`src/rtl/eol_pkg.sv`:
```
package eol_pkg;

    typedef enum logic [1:0] {
        ST_OFF,
        ST_INSIDE,
        ST_COUNTING,
        ST_TRIPPED
    } eol_state_e;

    // bit 0 selects the tracking centre
    function automatic logic cfg_tracking(input logic [1:0] cfg);
        return cfg[0];
    endfunction

    // settings 01 and 10 use the narrow half-width
    function automatic logic cfg_narrow(input logic [1:0] cfg);
        return cfg[0] ^ cfg[1];
    endfunction

endpackage

```
`src/rtl/eol_bounds.sv`:
```
module eol_bounds #(
    parameter int W          = 12,
    parameter int FIXED_CTR  = 1250,
    parameter int HW_WIDE    = 360,
    parameter int HW_NARROW  = 110
) (
    input  logic [1:0]   cfg,
    input  logic [W-1:0] bus_code,
    output logic [W-1:0] lo_bound,
    output logic [W-1:0] hi_bound
);
    import eol_pkg::*;

    localparam logic [W-1:0] CTR_C    = W'(FIXED_CTR);
    localparam logic [W-1:0] WIDE_C   = W'(HW_WIDE);
    localparam logic [W-1:0] NARROW_C = W'(HW_NARROW);

    logic [W-1:0] centre;
    logic [W-1:0] half;
    logic [W:0]   upper_sum;

    always_comb begin
        centre    = cfg_tracking(cfg) ? bus_code : CTR_C;
        half      = cfg_narrow(cfg) ? NARROW_C : WIDE_C;
        upper_sum = {1'b0, centre} + {1'b0, half};
        hi_bound  = upper_sum[W] ? {W{1'b1}} : upper_sum[W-1:0];
        lo_bound  = (centre < half) ? '0 : (centre - half);
    end

endmodule

```
`src/rtl/eol_absence.sv`:
```
module eol_absence #(
    parameter int W        = 12,
    parameter int ON_CODE  = 2315,
    parameter int OFF_CODE = 2235
) (
    input  logic         clk,
    input  logic         rst_n,
    input  logic [W-1:0] lamp_code,
    output logic         absent
);
    localparam logic [W-1:0] ON_C  = W'(ON_CODE);
    localparam logic [W-1:0] OFF_C = W'(OFF_CODE);

    always_ff @(posedge clk or negedge rst_n) begin
        if (!rst_n)
            absent <= 1'b0;
        else if (lamp_code > ON_C)
            absent <= 1'b1;
        else if (lamp_code < OFF_C)
            absent <= 1'b0;
    end

endmodule

```
`src/rtl/eol_persist_fsm.sv`:
```
module eol_persist_fsm #(
    parameter int CNT_W = 16
) (
    input  logic             clk,
    input  logic             rst_n,
    input  logic             run,
    input  logic             viol,
    input  logic [CNT_W-1:0] len,
    input  logic             clr,
    output logic             fault
);
    import eol_pkg::*;

    eol_state_e       state, state_nxt;
    logic [CNT_W-1:0] cnt, cnt_nxt;
    logic [CNT_W:0]   cnt_plus;

    always_ff @(posedge clk or negedge rst_n) begin
        if (!rst_n) begin
            state <= ST_OFF;
            cnt   <= '0;
        end else begin
            state <= state_nxt;
            cnt   <= cnt_nxt;
        end
    end

    always_comb begin
        state_nxt = state;
        cnt_nxt   = cnt;
        cnt_plus  = {1'b0, cnt} + 1'b1;
        unique case (state)
            ST_OFF: begin
                cnt_nxt = '0;
                if (run)
                    state_nxt = ST_INSIDE;
            end
            ST_INSIDE: begin
                cnt_nxt = '0;
                if (!run) begin
                    state_nxt = ST_OFF;
                end else if (viol) begin
                    if (len <= CNT_W'(1)) begin
                        state_nxt = ST_TRIPPED;
                    end else begin
                        state_nxt = ST_COUNTING;
                        cnt_nxt   = CNT_W'(1);
                    end
                end
            end
            ST_COUNTING: begin
                if (!run) begin
                    state_nxt = ST_OFF;
                    cnt_nxt   = '0;
                end else if (!viol) begin
                    state_nxt = ST_INSIDE;
                    cnt_nxt   = '0;
                end else if (cnt_plus >= {1'b0, len}) begin
                    state_nxt = ST_TRIPPED;
                    cnt_nxt   = '0;
                end else begin
                    cnt_nxt = cnt_plus[CNT_W-1:0];
                end
            end
            ST_TRIPPED: begin
                cnt_nxt = '0;
                if (clr)
                    state_nxt = ST_OFF;
            end
            default: begin
                state_nxt = ST_OFF;
                cnt_nxt   = '0;
            end
        endcase
    end

    always_comb begin
        fault = (state == ST_TRIPPED);
    end

endmodule

```
`src/rtl/eol_window_det.sv`:
```
module eol_window_det #(
    parameter int W            = 12,
    parameter int MV_PER_LSB   = 2,
    parameter int CENTRE_MV    = 2500,
    parameter int HW_WIDE_MV   = 720,
    parameter int HW_NARROW_MV = 220,
    parameter int ABSENT_MV    = 4630,
    parameter int ABS_HYST_MV  = 160,
    parameter int CNT_W        = 16
) (
    input  logic             clk,
    input  logic             rst_n,
    input  logic             run_mode,
    input  logic [1:0]       win_cfg,
    input  logic [W-1:0]     lamp_code,
    input  logic [W-1:0]     bus_code,
    input  logic [CNT_W-1:0] filt_len,
    input  logic             fault_clr,
    output logic             win_viol,
    output logic             eol_fault,
    output logic             lamp_absent
);
    localparam int CTR_CODE   = CENTRE_MV / MV_PER_LSB;
    localparam int WIDE_CODE  = HW_WIDE_MV / MV_PER_LSB;
    localparam int NARR_CODE  = HW_NARROW_MV / MV_PER_LSB;
    localparam int ABS_ON     = ABSENT_MV / MV_PER_LSB;
    localparam int ABS_OFF    = (ABSENT_MV - ABS_HYST_MV) / MV_PER_LSB;

    logic [W-1:0] lo_b, hi_b;
    logic         outside;

    eol_bounds #(
        .W(W), .FIXED_CTR(CTR_CODE), .HW_WIDE(WIDE_CODE), .HW_NARROW(NARR_CODE)
    ) u_bounds (
        .cfg(win_cfg), .bus_code(bus_code), .lo_bound(lo_b), .hi_bound(hi_b)
    );

    always_comb begin
        outside = run_mode && ((lamp_code > hi_b) || (lamp_code < lo_b));
    end

    always_ff @(posedge clk or negedge rst_n) begin
        if (!rst_n)
            win_viol <= 1'b0;
        else
            win_viol <= outside;
    end

    eol_persist_fsm #(.CNT_W(CNT_W)) u_fsm (
        .clk(clk), .rst_n(rst_n), .run(run_mode), .viol(win_viol),
        .len(filt_len), .clr(fault_clr), .fault(eol_fault)
    );

    eol_absence #(.W(W), .ON_CODE(ABS_ON), .OFF_CODE(ABS_OFF)) u_abs (
        .clk(clk), .rst_n(rst_n), .lamp_code(lamp_code), .absent(lamp_absent)
    );

endmodule

```
`config.mk`:
```
export PLATFORM = sky130hd
export DESIGN_NAME = eol_window_det
export DESIGN_NICKNAME = d
export VERILOG_FILES = /design/src/rtl/eol_pkg.sv /design/src/rtl/eol_bounds.sv /design/src/rtl/eol_absence.sv /design/src/rtl/eol_persist_fsm.sv /design/src/rtl/eol_window_det.sv
export SDC_FILE = /design/constraint.sdc
export NUM_CORES = 1
export LEC_CHECK = 0
export CORE_ASPECT_RATIO = 0.5
export CORE_MARGIN = 5
export CORE_UTILIZATION = 30
export DETAILED_ROUTE_END_ITERATION = 16
export SLEW_MARGIN = 20
export SYNTH_ARGS = -nofsm -noshare
export SYNTH_HDL_FRONTEND = slang
export SYNTH_HIERARCHICAL = 1
export SYNTH_SLANG_ARGS = --single-unit
```
`constraint.sdc`:
```
create_clock -name clk -period 4.3 [get_ports clk]
set_input_delay 0.645 -clock clk [delete_from_list [all_inputs] [get_ports clk]]
set_output_delay 0.645 -clock clk [all_outputs]
set_load 0.01 [all_outputs]
```
==> results of run 1 <==
path summary, 6_finish.rpt:
| kind | start | cells after the start | endpoint | slack, ps |
|---|---|---|---|---|
| hold reg to reg | u_abs/absent | 1 | u_abs/absent | 510 |
| max in group asynchronous | rst_n | 1 | u_fsm/cnt[4] | 3620 |
| setup reg to reg | u_fsm/cnt[0] | 12 | u_fsm/state[0] | 670 |
| hold / removal | rst_n | 1 | u_fsm/cnt[13] | 350 |
| setup / recovery | win_cfg[0] | 17 | win_viol | 420 |
| min in group clk | u_abs/absent | 1 | u_abs/absent | 510 |
state kept, by name (all words and copies together), names as in the netlist:
| name | flops |
|---|---|
| u_abs/absent | 1 |
| u_fsm/cnt | 16 |
| u_fsm/state | 2 |
| win_viol | 1 |
power groups by stage:
stage	Combinational, mW	Clock (mW)	Sequential [mW]
floorplan	0.176	0	0.205
global placement	0.287	0	0.206
detailed placement	0.288	0	0.205
CTS	0.289	0.217	0.202
global route	0.325	0.227	0.203
finish	0.285	0.210	0.202
cell families (layout without fill, tap and decap cells):
logic type,count (synthesis),in the layout,synth area share (%)
adders and majority gates,46,46,19.26
muxes,1,1,0.3357
AOI/OAI and AO/OA,81,81,18.93
DFF,20,20,16.79
buffers and inverters,62,116,9.400
and+or+nand+nor,143,143,27.11
xor gates and xnor gates,27,27,8.183
Yosys cell counts (5+ instances only):
| cell type | number | area, um^2 |
|---|---|---|
| a21o_1 | 5 | 37.54 |
| a21oi_1 | 25 | 125.1 |
| dfrtp_1 | 20 | 500.5 |
| ha_1 | 44 | 550.5 |
| inv_1 | 47 | 176.4 |
| nand2_1 | 35 | 131.4 |
| nand2b_1 | 6 | 37.54 |
| nand3_1 | 13 | 65.06 |
| nand4_1 | 8 | 50.05 |
| nor2_1 | 30 | 112.6 |
| nor3_1 | 12 | 60.06 |
| nor3b_1 | 6 | 45.04 |
| nor3b_2 | 10 | 125.1 |
| o21ai_0 | 14 | 70.07 |
| xnor2_1 | 15 | 131.4 |
| xor2_1 | 11 | 96.34 |
per-layer routing:
layer	vias up	wire length, um	share of wire (%)	GRT usage (%)
met3	6	253	3.4	0.9583
li1	1448	-	-	-
met2	43	3385	45	21.92
met1	1207	3809	51	17.64
met5	-	0	0	0
met4	0	74	0.98	2.803
through the flow:
step | setup slack, ps | std cells | utilization [%] | area [um^2]
2_1_floorplan | 1014 | 380 | - | 2982
3_3_place_gp | 164.0 | 565 | 38.10 | 3647
3_5_place_dp | 148.1 | 565 | 38.10 | 3647
4_1_cts | 415.3 | 569 | 39.03 | 3736
5_1_grt | 141.6 | 569 | 38.98 | 3731
6_report | 423.0 | 569 | 38.98 | 3731
worst reg2reg max path: stages (launching register included):
cell	delay, ps
dfrtp_1	450
ha_1	220
nand3_1	170
nor3_1	210
buf_4	150
and3_1	160
xor2_1	190
ha_1	270
a21o_1	190
a2111oi_2	410
o21ai_1	120
a311o_1	640
o22a_2	350
layout make-up:
type,instances,area [um^2]
fill,1005,5841
clock buffer,4,88.84
timing repair buffer,63,588.1
inverter,49,183.9
sequential,20,500.5
tap,135,168.9
multi-input combinational,298,2201
==> metrics.md, run 1 <==
| Metric | Value |
|---|---|
| Switching part of the total power | `31.86%` |
| RSZ-0062 raised after global routing | `false` |
| CTS resizes | `0` |
| Total power draw | `about 0.7 mW` |
| Cts bufs inserted | `3` |
| Pleak | `roughly 1.7 nW` |
| Worst Setup Start Kind | `input pin` |
| Crit path buffers/inverters | `3` |
| Clock skew | `around 2.4 ps` |
| CTS tree | `built` |
| Placer Congestion | `between 0.8 and 0.9` |
| Clock sinks | `20` |
| Most frequent cells in the layout | `inv_1, clkdlybuf4s50_1, ha_1` |
| Synth Area per Inst | `7.846 um^2` |
| Iteration-0 DRC Markers | `approximately 120` |
| Die Span Y | `~80 um` |
| Post-route ant nets | `0` |
| Crit-path most repeated cell | `ha_1` |
| Flop pwr share | `approximately 29%` |
| Initial Util | `31.15%` |
| FFs w/ async S/R, synth | `100.0%` |
| P_sw | `approximately 0.22 mW` |
| Part of the power in the clock network | `approximately 30%` |
| Clk pin slew, worst setup/hold paths | `60 ps` |
| CTS max path bufs | `2` |
| Antenna violations before repair | `0` |
| Num ports | `~50` |
| Seq/Total Area, Yosys | `roughly 17%` |
| Cts hold-fix bufs | `0` |
| Drc violations | `0` |
| Post-synth EDFFs | `0` |
| Vias per cell | `roughly 4.8` |
| Clk root buf | `clkbuf_16` |
| Worst-Margin Slew | `between 900 and 1000 ps` |
| Hold Crit Class | `in -> async` |
| Final Hold Viols | `0` |
| Aggregate global-route resource usage | `around an eighth` |
| MaxCap Viol Count | `0` |
| Slowest stage delay, CP | `approximately 500 ps` |
| I/O Buffers | `between 40 and 50` |
| Primary FF master, synth | `dfrtp_1` |
| Critical path data arrival time | `3990 ps` |
| Worst EP required | `4420 ps` |
| Final worst path period need | `approximately 3900 ps` |
| Seq cells post-synth | `20` |
| Final setup viols | `0` |
| Worst-skew pair later-pin latency | `about 250 ps` |
| Post-Route WL | `about 7.5 mm` |
| Synth Cell Area | `between 2000 and 3000 um^2` |
| Die ar. | `around 12,000 um^2` |
| Hpwl dp | `approximately 6.3 mm` |
| Status | `complete, no violations` |
| Vias in the first global route | `between 2,000 and 3,000` |
| Yosys cell types | `67` |
| Total Neg Setup Slack | `0 ps` |
| Fmax | `approximately 260 MHz` |
| Worst VDD drop | `0.0001086 V` |
| H-tree levels | `1` |
| Die width | `between 150 and 200 um` |
| First-pass DRT Iterations | `4` |
| Combinational power share | `between 40 and 50%` |
| Crit-path leading delay family | `simple AND/OR/NAND/NOR gates` |
| Core ar. | `roughly 9600 um^2` |
| Slew Viols, Final | `0` |
| Syn_nets | `470` |
| Grt ovf | `0` |
| Pint | `0.4750 mW` |
| Synth warnings | `6` |
| Crit end category | `flop` |
| Worst hold slack | `349.1 ps` |
| Post-CTS setup repair buffer count | `0` |
| Global-route wire length before repair | `roughly 13 mm` |
| Kind of critical path | `in -> reg` |
| Largest net degree at the start of global routing | `21` |
| Routed wire per std cell | `approximately 13 um` |
| Std-Cell Rows | `25` |
| Mapped Cells | `380` |
| Worst-path fanout max | `6` |
| Share of layout cells above drive strength 1 | `a little under an eighth` |
| Antenna cells | `0` |
| Worst relative slew slack | `approximately two fifths` |
| Slowest CP cell | `clkdlybuf4s50_1` |
| Pwr Density | `~190 nW/um^2` |
| Layout area overhead | `25.14%` |
| Vias after detailed routing | `approximately 2,700` |
| Nets | `between 500 and 600` |
| Post-route clock period utilization | `about nine tenths` |
| Crit-path cells | `clkdlybuf4s50_1, or2b_1, nand2_1, ha_1, inv_1, ha_1, a21o_1, a21oi_2, nor3_1, nor4b_2, xnor2_1, nor3_1, inv_1, ha_1, nand4_1, a2111oi_0, o41ai_1` |
No activity file was read; power rests on OpenSTA's default activity.
==> inputs of run 2 (changes only) <==
Settings changed: SETUP_SLACK_MARGIN from default to 0.05.
==> results of run 2 <==
No change in the layout: final DEF, timing and power equal those of run 1.
